$ cat config.mk
export PLATFORM = sky130hd
export DESIGN_NAME = memmap_decoder
export DESIGN_NICKNAME = d
export VERILOG_FILES = /design/src/rtl/memmap_decoder.sv
export SDC_FILE = /design/constraint.sdc
export NUM_CORES = 1
export LEC_CHECK = 0
export BUFFER_PORTS_ARGS = -buffer_cell sky130_fd_sc_hd__buf_2
export CAP_MARGIN = 5
export CORE_AREA = 2 2 39 41
export CTS_BUF_LIST = sky130_fd_sc_hd__clkbuf_8
export CTS_CLUSTER_DIAMETER = 150
export DETAILED_ROUTE_END_ITERATION = 8
export DIE_AREA = 0 0 41 43
export PLACE_DENSITY_LB_ADDON = 0.1
export SLEW_MARGIN = 10
export SYNTH_ARGS = -nofsm -noshare
export SYNTH_HDL_FRONTEND = slang
export SYNTH_SLANG_ARGS = --single-unit
$ cat constraint.sdc
create_clock -name clk -period 1 [get_ports clk]
set_clock_uncertainty 0.05 [all_clocks]
set_input_delay 0.2 -clock clk [delete_from_list [all_inputs] [get_ports clk]]
set_output_delay 0.2 -clock clk [all_outputs]
set_load 0.03 [all_outputs]
$ cat src/rtl/memmap_decoder.sv
module memmap_decoder #(
  parameter logic [15:0] BANK_REG_ADDR = 16'h7E00,
  parameter logic [15:0] OPT_ADDR      = 16'h7800
) (
  input  logic        clk,
  input  logic        rst_n,
  input  logic [15:0] addr,
  input  logic [7:0]  wdata,
  input  logic        wr_stb,
  input  logic        phase_ok,
  output logic        sram_lo_ce,
  output logic        sram_hi_ce,
  output logic        nvram_a_ce,
  output logic        nvram_b_ce,
  output logic [1:0]  nvram_bank,
  output logic        io_sel,
  output logic        opt_sel,
  output logic        brom_ce,
  output logic        srom_ce,
  output logic        xrom_half
);

  logic       chip_q;
  logic [1:0] bank_q;
  logic       rom_en_q;
  logic       half_q;
  logic       unused_wdata;

  wire bank_we = wr_stb && (addr == BANK_REG_ADDR);
  wire nv_win  = addr[15:11] == 5'b01110;

  assign unused_wdata = ^wdata[3:1];

  always_ff @(posedge clk or negedge rst_n) begin
    if (!rst_n) begin
      chip_q   <= 1'b0;
      bank_q   <= 2'b00;
      rom_en_q <= 1'b0;
      half_q   <= 1'b0;
    end else if (bank_we) begin
      chip_q   <= wdata[7];
      bank_q   <= wdata[6:5];
      rom_en_q <= wdata[4];
      half_q   <= wdata[0];
    end
  end

  assign sram_lo_ce = phase_ok && (addr[15:13] == 3'b000);
  assign sram_hi_ce = phase_ok && (addr[15:13] == 3'b001);
  assign nvram_a_ce = nv_win && !chip_q;
  assign nvram_b_ce = nv_win && chip_q;
  assign nvram_bank = bank_q;
  assign io_sel     = addr[15:11] == 5'b01111;
  assign opt_sel    = addr == OPT_ADDR;
  assign brom_ce    = phase_ok && rom_en_q && (addr[15:14] == 2'b10);
  assign srom_ce    = phase_ok && (addr[15:14] == 2'b11);
  assign xrom_half  = half_q;

endmodule

==> metrics, run 1 <==
routed length per instance 11.99 um; dpl ws -572.4 ps; start point of the worst hold path wdata[5]; crit path launch type input port; Antenna diodes 0; CTS tree yes; Via-to-Cell Ratio 4.582; Worst setup EP type output port; PwrDens 859.5 mW/mm2; Crit Path Max Fanout 2; Starting Density 23.87%; failing checks negative setup slack; CP Data Arrival Time 1170 ps; IO Pins 39; Post-Synthesis Cells 29; register-to-register setup slack 140 ps; DR iter-0 viols 5; final wirelength 1175 um; FF-to-FF End chip_q; Max Cap Viol 0; Max Fclk 704.4 MHz; hold depth 2; global route overflow 0; full die area 0.001763 mm2; fin crit share 142.0%; CORE AREA 0.001384 mm2; reg2reg start chip_q; Clock Tree Buf Depth 2; Placer Congestion 0.6362; setup violation total in the final timing report 16; syn nets 57; EDFF count, synth 0; Chip Height 43 um; Synth Register Bits 5; clk_lat worst skew 220 ps; hold crit path type in -> reg; number of buffers added on ports 35; synth unique cells 17; wire length of the first global-routing pass 1704 um; # H-tree levels 1; fraction of layout instances using a drive strength above 1 82.93%; design area 849.6 um2; RSZ-0062 raised after global routing yes; Die Wd 41 um; vias in the first global route 435; Endpoint, Worst Hold nvram_bank[0]; number of buffers created by CTS 3; ys flop type dfrtp_1; Pins Over Slew Limit 0; synth cell count leaders dfrtp_1, mux2_2, nor3_1; initial antenna violation count 0; largest cells by area after synthesis dfrtp_1, mux2_2, nor4b_1, nor3_4, nor3_1; Ys Warns 0; # rows 14; Yosys top cell area share 37.88%; Area after DPL 634.4 um2; CP Class in -> out; register area 125.1 um2; fin worst setup slack -419.6 ps; post-route insts no fill 98; CTS Sinks 5; Max transition margin 85.21%; filler cell count 126; Post-route DRC 0; Synth area leader dfrtp_1; Total GRT Usage 14.47%; Root Driver clkbuf_8; run status finished, violations left; Slew @ Worst Pin 220.3 ps; first-pass iteration count of the detailed router 4; DP Wirelength 848.2 um; fin crit period 1420 ps; final hold vios 0; worst r2r path cells 1; P_leak 0.4413 nW; Worst EP required 750 ps; Routed Antenna Nets 0; asr flop ratio synth 100.0%; area of the multi-input gates 286.5 um2; largest net degree at the start of global routing 6; vias 449; mean area per synthesized cell 11.39 um2; post-synthesis sequential area ratio 37.88%; VDD IR max 0.001062 V; placed insts 88; Layout area overhead 157.2%; Reg clk slew, reported paths 40 ps; nets 111; Hold WS 161.3 ps; post-synth design cell area 330.3 um2
flip-flops by register name (all words and copies together) (netlist names):
register and flops:
chip_q 1, nvram_bank 2, rom_en_q 1, xrom_half 1
layer usage:
metal / global-route usage [%] / part of all wire [%] / up-vias
li1: - / - / 221
met4: 8.000 / 1.7 / 0
met2: 23.44 / 54 / 19
met1: 17.16 / 37 / 207
met3: 2.094 / 6.3 / 2
met5: 0 / 0 / -
kinds of logic after synthesis:
logic type    count (synthesis)  share of synthesized area [%]
simple gates                 18                          43.94
mux                           5                          17.04
flops                         5                          37.88
buf+inv                       1                          1.135
timing repair:
action	CTS	global route
pin swaps	4	2
endpoints found under the hold margin	5	0
buffers inserted	4	2
hold buffers	1	0
gates resized for setup	33	3
endpoints found under the setup margin	16	16
where the power goes:
group          switching (W)  total (W)  internal, W
Sequential      0.0000000601   0.000204     0.000204
Clock               0.000101   0.000365     0.000263
Combinational      0.0000706   0.000162    0.0000911
Total               0.000172   0.000730     0.000558
critical path, stage by stage:
cell and delay (ps):
buf_6 90, buf_4 120, buf_6 110, nand4b_1 250, nor3b_2 220, buf_4 180
how the worst max path moves through the flow:
stage	start	to	depth (start not counted)
detailed placement	addr[1]	chip_q	5
global placement	addr[1]	rom_en_q	5
global route	addr[15]	opt_sel	6
floorplan	addr[1]	chip_q	4
CTS	addr[15]	opt_sel	6
finish	addr[15]	nvram_b_ce	6
layout by cell type (no fill, tap or decap):
master	Yosys	routed
nand2_4	0	1
buf_4	0	10
nor4_4	0	1
and4b_2	1	1
nor4b_2	0	1
dlygate4sd3_1	0	1
inv_1	1	1
inv_2	0	1
clkbuf_8	0	3
nand3_1	2	2
nand4_1	1	1
nor2_1	1	1
mux2_4	0	5
nor3b_2	0	1
buf_2	0	23
dfrtp_1	5	5
buf_6	0	15
nand4b_1	1	1
nor3_1	3	1
and4bb_2	1	1
and4b_1	1	1
and3_4	0	1
nor3_4	1	3
nor4b_4	0	1
cell type report:
class | instances | share of cell area (%)
clock buffers | 3 | 4.860
clock inverters | 1 | 0.4418
inverters | 1 | 0.4418
multi-input cells | 23 | 33.73
flip-flops and latches | 5 | 14.73
well taps | 16 | 2.356
repair buffers | 49 | 43.45
through the flow:
step | setup TNS, ps | util, % | total power, W
2_1_floorplan | -2230 | - | 0.0002376
3_3_place_gp | -4660 | 45.84 | 0.0003334
3_5_place_dp | -4812 | 45.84 | 0.0003333
4_1_cts | -3894 | 59.95 | 0.0007250
5_1_grt | -4991 | 61.39 | 0.0007721
6_report | -4366 | 61.39 | 0.0007302
Note: power is estimated with default switching activity, not from simulation.
==> run 2, diff against run 1 <==
==> constraint.sdc (replaced) <==
create_clock -name clk -period 1 [get_ports clk]
set_clock_uncertainty 0.05 [all_clocks]
set_input_delay 0.2 -clock clk [delete_from_list [all_inputs] [get_ports clk]]
set_output_delay 0.2 -clock clk [all_outputs]
set_load 0.01 [all_outputs]
==> metrics, run 2 (synthesized netlist as in run 1, its figures left out) <==
run status finished, violations left; failing checks negative setup slack; nets 112 (+0.90%); reg2reg start chip_q; fin worst setup slack -326.2 ps (+93.37 ps); Combinational Power Share 20.8% (-1.4 points); clk_lat worst skew 220 ps (about the same); first-pass iteration count of the detailed router 1 (-3); Worst EP required 1050 ps (+300 ps); DR iter-0 viols 0 (-5); Worst setup EP type register; CORE AREA 0.001384 mm2 (unchanged); dpl ws -575.0 ps (-2.613 ps); FF-to-FF End chip_q; CP delay by family, top simple AND/OR/NAND/NOR gates; Max transition margin 83.26% (-1.9 points); design area 824.5 um2 (-2.9%); Pint 0.0005560 W (-0.37%); Slew @ Worst Pin 249.2 ps (+28.93 ps); Total GRT Usage 14.27% (-0.20 points); fin crit period 1326 ps (-93.37 ps); CTS tree yes; Max Fclk 754.0 MHz (+7.0%); Endpoint, Worst Hold nvram_bank[0]; Post-route DRC 0 (unchanged); setup violation total in the final timing report 12 (-4); start point of the worst hold path wdata[5]; crit-path cells buf_6, and4b_1, buf_4, nand2_4, nor3_4, buf_6, mux2_4; max reg flops 2 (unchanged); crit path launch type input port; final hold vios 0 (unchanged); Crit-path slowest cell mux2_4; register-to-register setup slack 50 ps (-90 ps); routed length per instance 11.96 um (-0.25%); IO Pins 39 (unchanged); Root Driver clkbuf_8; max incr delay on CP 300 ps (+50 ps); number of buffers added on ports 35 (unchanged); Reg clk slew, reported paths 40 ps (about the same); CP Data Arrival Time 1370 ps (+200 ps); fin crit share 132.6% (-9.3 points); Die Wd 41 um (unchanged); filler cell count 130 (+3.2%); WP buf/inv 3 (-1); P_leak 0.4528 nW (+2.6%); vias in the first global route 441 (+1.4%); DP Wirelength 816.6 um (-3.7%); Area after DPL 591.8 um2 (-6.7%); most common cell after layout, fill and taps aside buf_2; CP dominant cell by count buf_6; Routed Antenna Nets 0 (unchanged); most frequent cells in the layout buf_2, buf_6, buf_4; # rows 14 (unchanged); Chip Height 43 um (unchanged); Max Cap Viol 0 (unchanged); hold depth 2 (unchanged); Placer Congestion 0.6160 (-3.2%); Hold WS 163.0 ps (+1.721 ps); RSZ-0062 raised after global routing yes; CP Class in -> reg; # H-tree levels 1 (unchanged); hold crit path type in -> reg; PwrDens 859.8 mW/mm2 (about the same); initial antenna violation count 0 (unchanged); VDD IR max 0.0007645 V (-28%); CTS Sinks 5 (unchanged); wire length of the first global-routing pass 1731 um (+1.6%); Via-to-Cell Ratio 4.495 (-1.9%); final wirelength 1184 um (+0.77%); number of buffers created by CTS 3 (unchanged); worst r2r path cells 2 (+1); critical path depth in cells 7 (+1); Flop pwr share 28.7% (+0.8 points); full die area 0.001763 mm2 (unchanged); Crit Path Max Fanout 5 (+3); Switch Pwr 0.0001529 W (-11%); Antenna diodes 0 (unchanged); Clock Tree Buf Depth 2 (unchanged); Starting Density 23.87% (unchanged); largest net degree at the start of global routing 6 (unchanged); Pins Over Slew Limit 0 (unchanged); Layout area overhead 149.6%; global route overflow 0 (unchanged); vias 445 (-0.89%); clock power share 50.5% (+0.5 points); fraction of layout instances using a drive strength above 1 84.34% (+1.4 points); switching share of power 21.57% (-2.0 points)
## run 2: area by class of cell
| class | count | area, um2 | area share [%] |
|---|---|---|---|
| clock buffers | 3 | 41.29 | 5.008 |
| clock inverters | 1 | 3.754 | 0.4552 |
| inverters | 1 | 3.754 | 0.4552 |
| multi-input cells | 23 | 275.3 | 33.38 |
| flip-flops and latches | 5 | 125.1 | 15.17 |
| well taps | 16 | 20.02 | 2.428 |
| repair buffers | 50 | 355.3 | 43.10 |
## run 2: power by group through the flow
stage | combinational, W | clock, W | sequential [W]
2_1_floorplan | 0.0000209 | 0 | 0.000206
3_3_place_gp | 0.000111 | 0 | 0.000206
3_5_place_dp | 0.000110 | 0 | 0.000206
4_1_cts | 0.000140 | 0.000368 | 0.000204
5_1_grt | 0.000158 | 0.000374 | 0.000204
6_report | 0.000147 | 0.000358 | 0.000204
## run 2: worst reg2reg max path: stages, from the launching register on
cell     delay, ps
dfrtp_1        390
buf_4          140
mux2_4         250
## run 2: worst max path at each step
| stage | from | to | slack, ps |
|---|---|---|---|
| 2_1_floorplan | addr[1] | chip_q | -340 |
| 4_1_cts | addr[8] | nvram_bank[1] | -330 |
| 6_report | addr[15] | rom_en_q | -330 |
| 5_1_grt | addr[15] | nvram_bank[0] | -360 |
| 3_5_place_dp | addr[1] | rom_en_q | -580 |
| 3_3_place_gp | addr[1] | rom_en_q | -560 |
## run 2: metrics by stage
step | power [W] | setup TNS, ps | utilization (%) | std cells
after global placement | 0.0003169 | -3805 | 42.77 | 87
after detailed placement | 0.0003165 | -3935 | 42.77 | 87
after CTS | 0.0007111 | -2616 | 56.51 | 96
after floorplan | 0.0002271 | -1730 | - | 29
final | 0.0007089 | -2617 | 59.58 | 99
after global routing | 0.0007359 | -3089 | 59.58 | 99
## run 2: layer usage
| metal | track usage, % | vias to the layer above | wire length [um] |
|---|---|---|---|
| met5 | 0 | - | 0 |
| met4 | 8.000 | 0 | 0 |
| met3 | 0.5236 | 0 | 61 |
| met2 | 23.75 | 14 | 680 |
| met1 | 17.16 | 209 | 442 |
| li1 | - | 222 | - |
## run 2: timing repair
action,in CTS,in global routing
hold endpoints to repair,5,0
endpoints found under the setup margin,13,15
resized for setup,22,4
hold buffers,1,0
pin swaps,9,5
setup buffers,4,4
==> run 3, diff against run 2 <==
BUFFER_PORTS_ARGS = -buffer_cell sky130_fd_sc_hd__buf_4   (was -buffer_cell sky130_fd_sc_hd__buf_2)
GPL_TIMING_DRIVEN = 0   (was default)
==> metrics, run 3 (synthesized netlist as in run 1, its figures left out) <==
VDD IR max 0.0008012 V (+4.8%); P_leak 0.4372 nW (-3.4%); Starting Density 23.87% (unchanged); Max Fclk 783.6 MHz (+3.9%); clk_lat worst skew 220 ps (about the same); Root Driver clkbuf_8; Reg clk slew, reported paths 40 ps (about the same); wire length of the first global-routing pass 1987 um (+15%); Worst setup EP type register; dpl ws -573.1 ps (+1.961 ps); CTS tree yes; Post-route DRC 0 (unchanged); routed length per instance 13.46 um (+13%); area of the multi-input gates 279.0 um2 (+1.4%); Die Wd 41 um (unchanged); fin crit period 1276 ps (-49.99 ps); max reg flops 2 (unchanged); Hold WS 164.0 ps (+0.9950 ps); met3 global-route usage 5.236% (+4.7 points); Slew @ Worst Pin 229.2 ps (-19.99 ps); number of buffers created by CTS 3 (unchanged); PwrDens 839.0 mW/mm2 (-2.4%); most common cell after layout, fill and taps aside buf_4; Antenna diodes 0 (unchanged); first-pass iteration count of the detailed router 1 (unchanged); CTS Sinks 5 (unchanged); # H-tree levels 1 (unchanged); full die area 0.001763 mm2 (unchanged); Clock Tree Buf Depth 2 (unchanged); final wirelength 1265 um (+6.8%); # rows 14 (unchanged); vias 439 (-1.3%); Routed Antenna Nets 0 (unchanged); setup violation total in the final timing report 11 (-1); IO Pins 39 (unchanged); CP Class in -> reg; fraction of layout instances using a drive strength above 1 83.33% (-1.0 points); Max Cap Viol 0 (unchanged); register area 125.1 um2 (unchanged); fin crit share 127.6% (-5.0 points); nets 107 (-4.5%); Total GRT Usage 16.97% (+2.7 points); failing checks negative setup slack; Via-to-Cell Ratio 4.670 (+3.9%); Pins Over Slew Limit 0 (unchanged); RSZ-0062 raised after global routing yes; CORE AREA 0.001384 mm2 (unchanged); Chip Height 43 um (unchanged); Max transition margin 84.61% (+1.3 points); final hold vios 0 (unchanged); Crit Path Max Fanout 5 (unchanged); crit path launch type input port; CP Data Arrival Time 1320 ps (-50 ps); vias in the first global route 475 (+7.7%); number of buffers added on ports 35 (unchanged); met2 Use GR 29.06% (+5.3 points); global route overflow 0 (unchanged); Layout area overhead 157.6%; Worst EP required 1050 ps (about the same); most frequent cells in the layout buf_4, buf_6, mux2_4, dfrtp_1, clkbuf_8; run status finished, violations left; DR iter-0 viols 0 (unchanged); fin worst setup slack -276.2 ps (+49.99 ps); GR peak layer met2; initial antenna violation count 0 (unchanged); hold crit path type in -> reg; routing usage on met1 17.38% (+0.22 points); Placer Congestion 0.5935 (-3.7%); filler cell count 127 (-2.3%); largest net degree at the start of global routing 7 (+1)
## run 3: area by class of cell
type | count | area share (%)
clock buffers | 3 | 4.853
clock inverters | 1 | 0.4412
inverters | 1 | 0.4412
multi-input cells | 23 | 32.79
flip-flops and latches | 5 | 14.71
well taps | 16 | 2.353
repair buffers | 45 | 44.41
## run 3: report_power, final
| part | leakage, nW | internal, W | total (W) | switching [W] |
|---|---|---|---|---|
| Sequential | 0.0699 | 0.000204 | 0.000204 | 0.0000000488 |
| Clock | 0.0269 | 0.000263 | 0.000360 | 0.0000967 |
| Combinational | 0.340 | 0.0000946 | 0.000151 | 0.0000560 |
## run 3: critical path: stages
cell and delay, ps:
buf_8 100, and4b_1 280, nand2_2 90, nor3_4 220
buf_6 140, mux2_4 290
## run 3: repair_timing
item                                    CTS  global route
hold buffers                              1             0
endpoints found under the hold margin     5             0
resized for setup                        19             4
pin swaps                                 6             4
endpoints found under the setup margin   11            14
buffers inserted                          3             6
## run 3: path summary, 6_finish.rpt
| path | from | endpoint | slack (ps) | depth (start not counted) |
|---|---|---|---|---|
| setup / recovery | addr[15] | rom_en_q | -280 | 6 |
| hold / removal | wdata[5] | nvram_bank[0] | 160 | 2 |
| setup reg to reg | chip_q | chip_q | 40 | 2 |
| hold reg to reg | rom_en_q | rom_en_q | 540 | 2 |
| max in group asynchronous | rst_n | rom_en_q | 500 | 2 |
| min in group asynchronous | rst_n | xrom_half | 290 | 2 |
## run 3: per-stage QoR
stage	instances	TNS, ps	util, %	total power [W]	area [um2]
2_1_floorplan	29	-1730	-	0.0002271	344.1
3_3_place_gp	80	-3429	45.30	0.0003259	626.9
3_5_place_dp	80	-3484	45.30	0.0003263	626.9
4_1_cts	88	-2474	56.69	0.0007171	784.5
5_1_grt	94	-2911	61.48	0.0007510	850.8
6_report	94	-2305	61.48	0.0007139	850.8
## run 3: metal layers
| layer | vias up | wire length [um] |
|---|---|---|
| met5 | - | 0 |
| met4 | 0 | 0 |
| met3 | 0 | 67 |
| met2 | 14 | 785 |
| met1 | 213 | 411 |
| li1 | 212 | - |
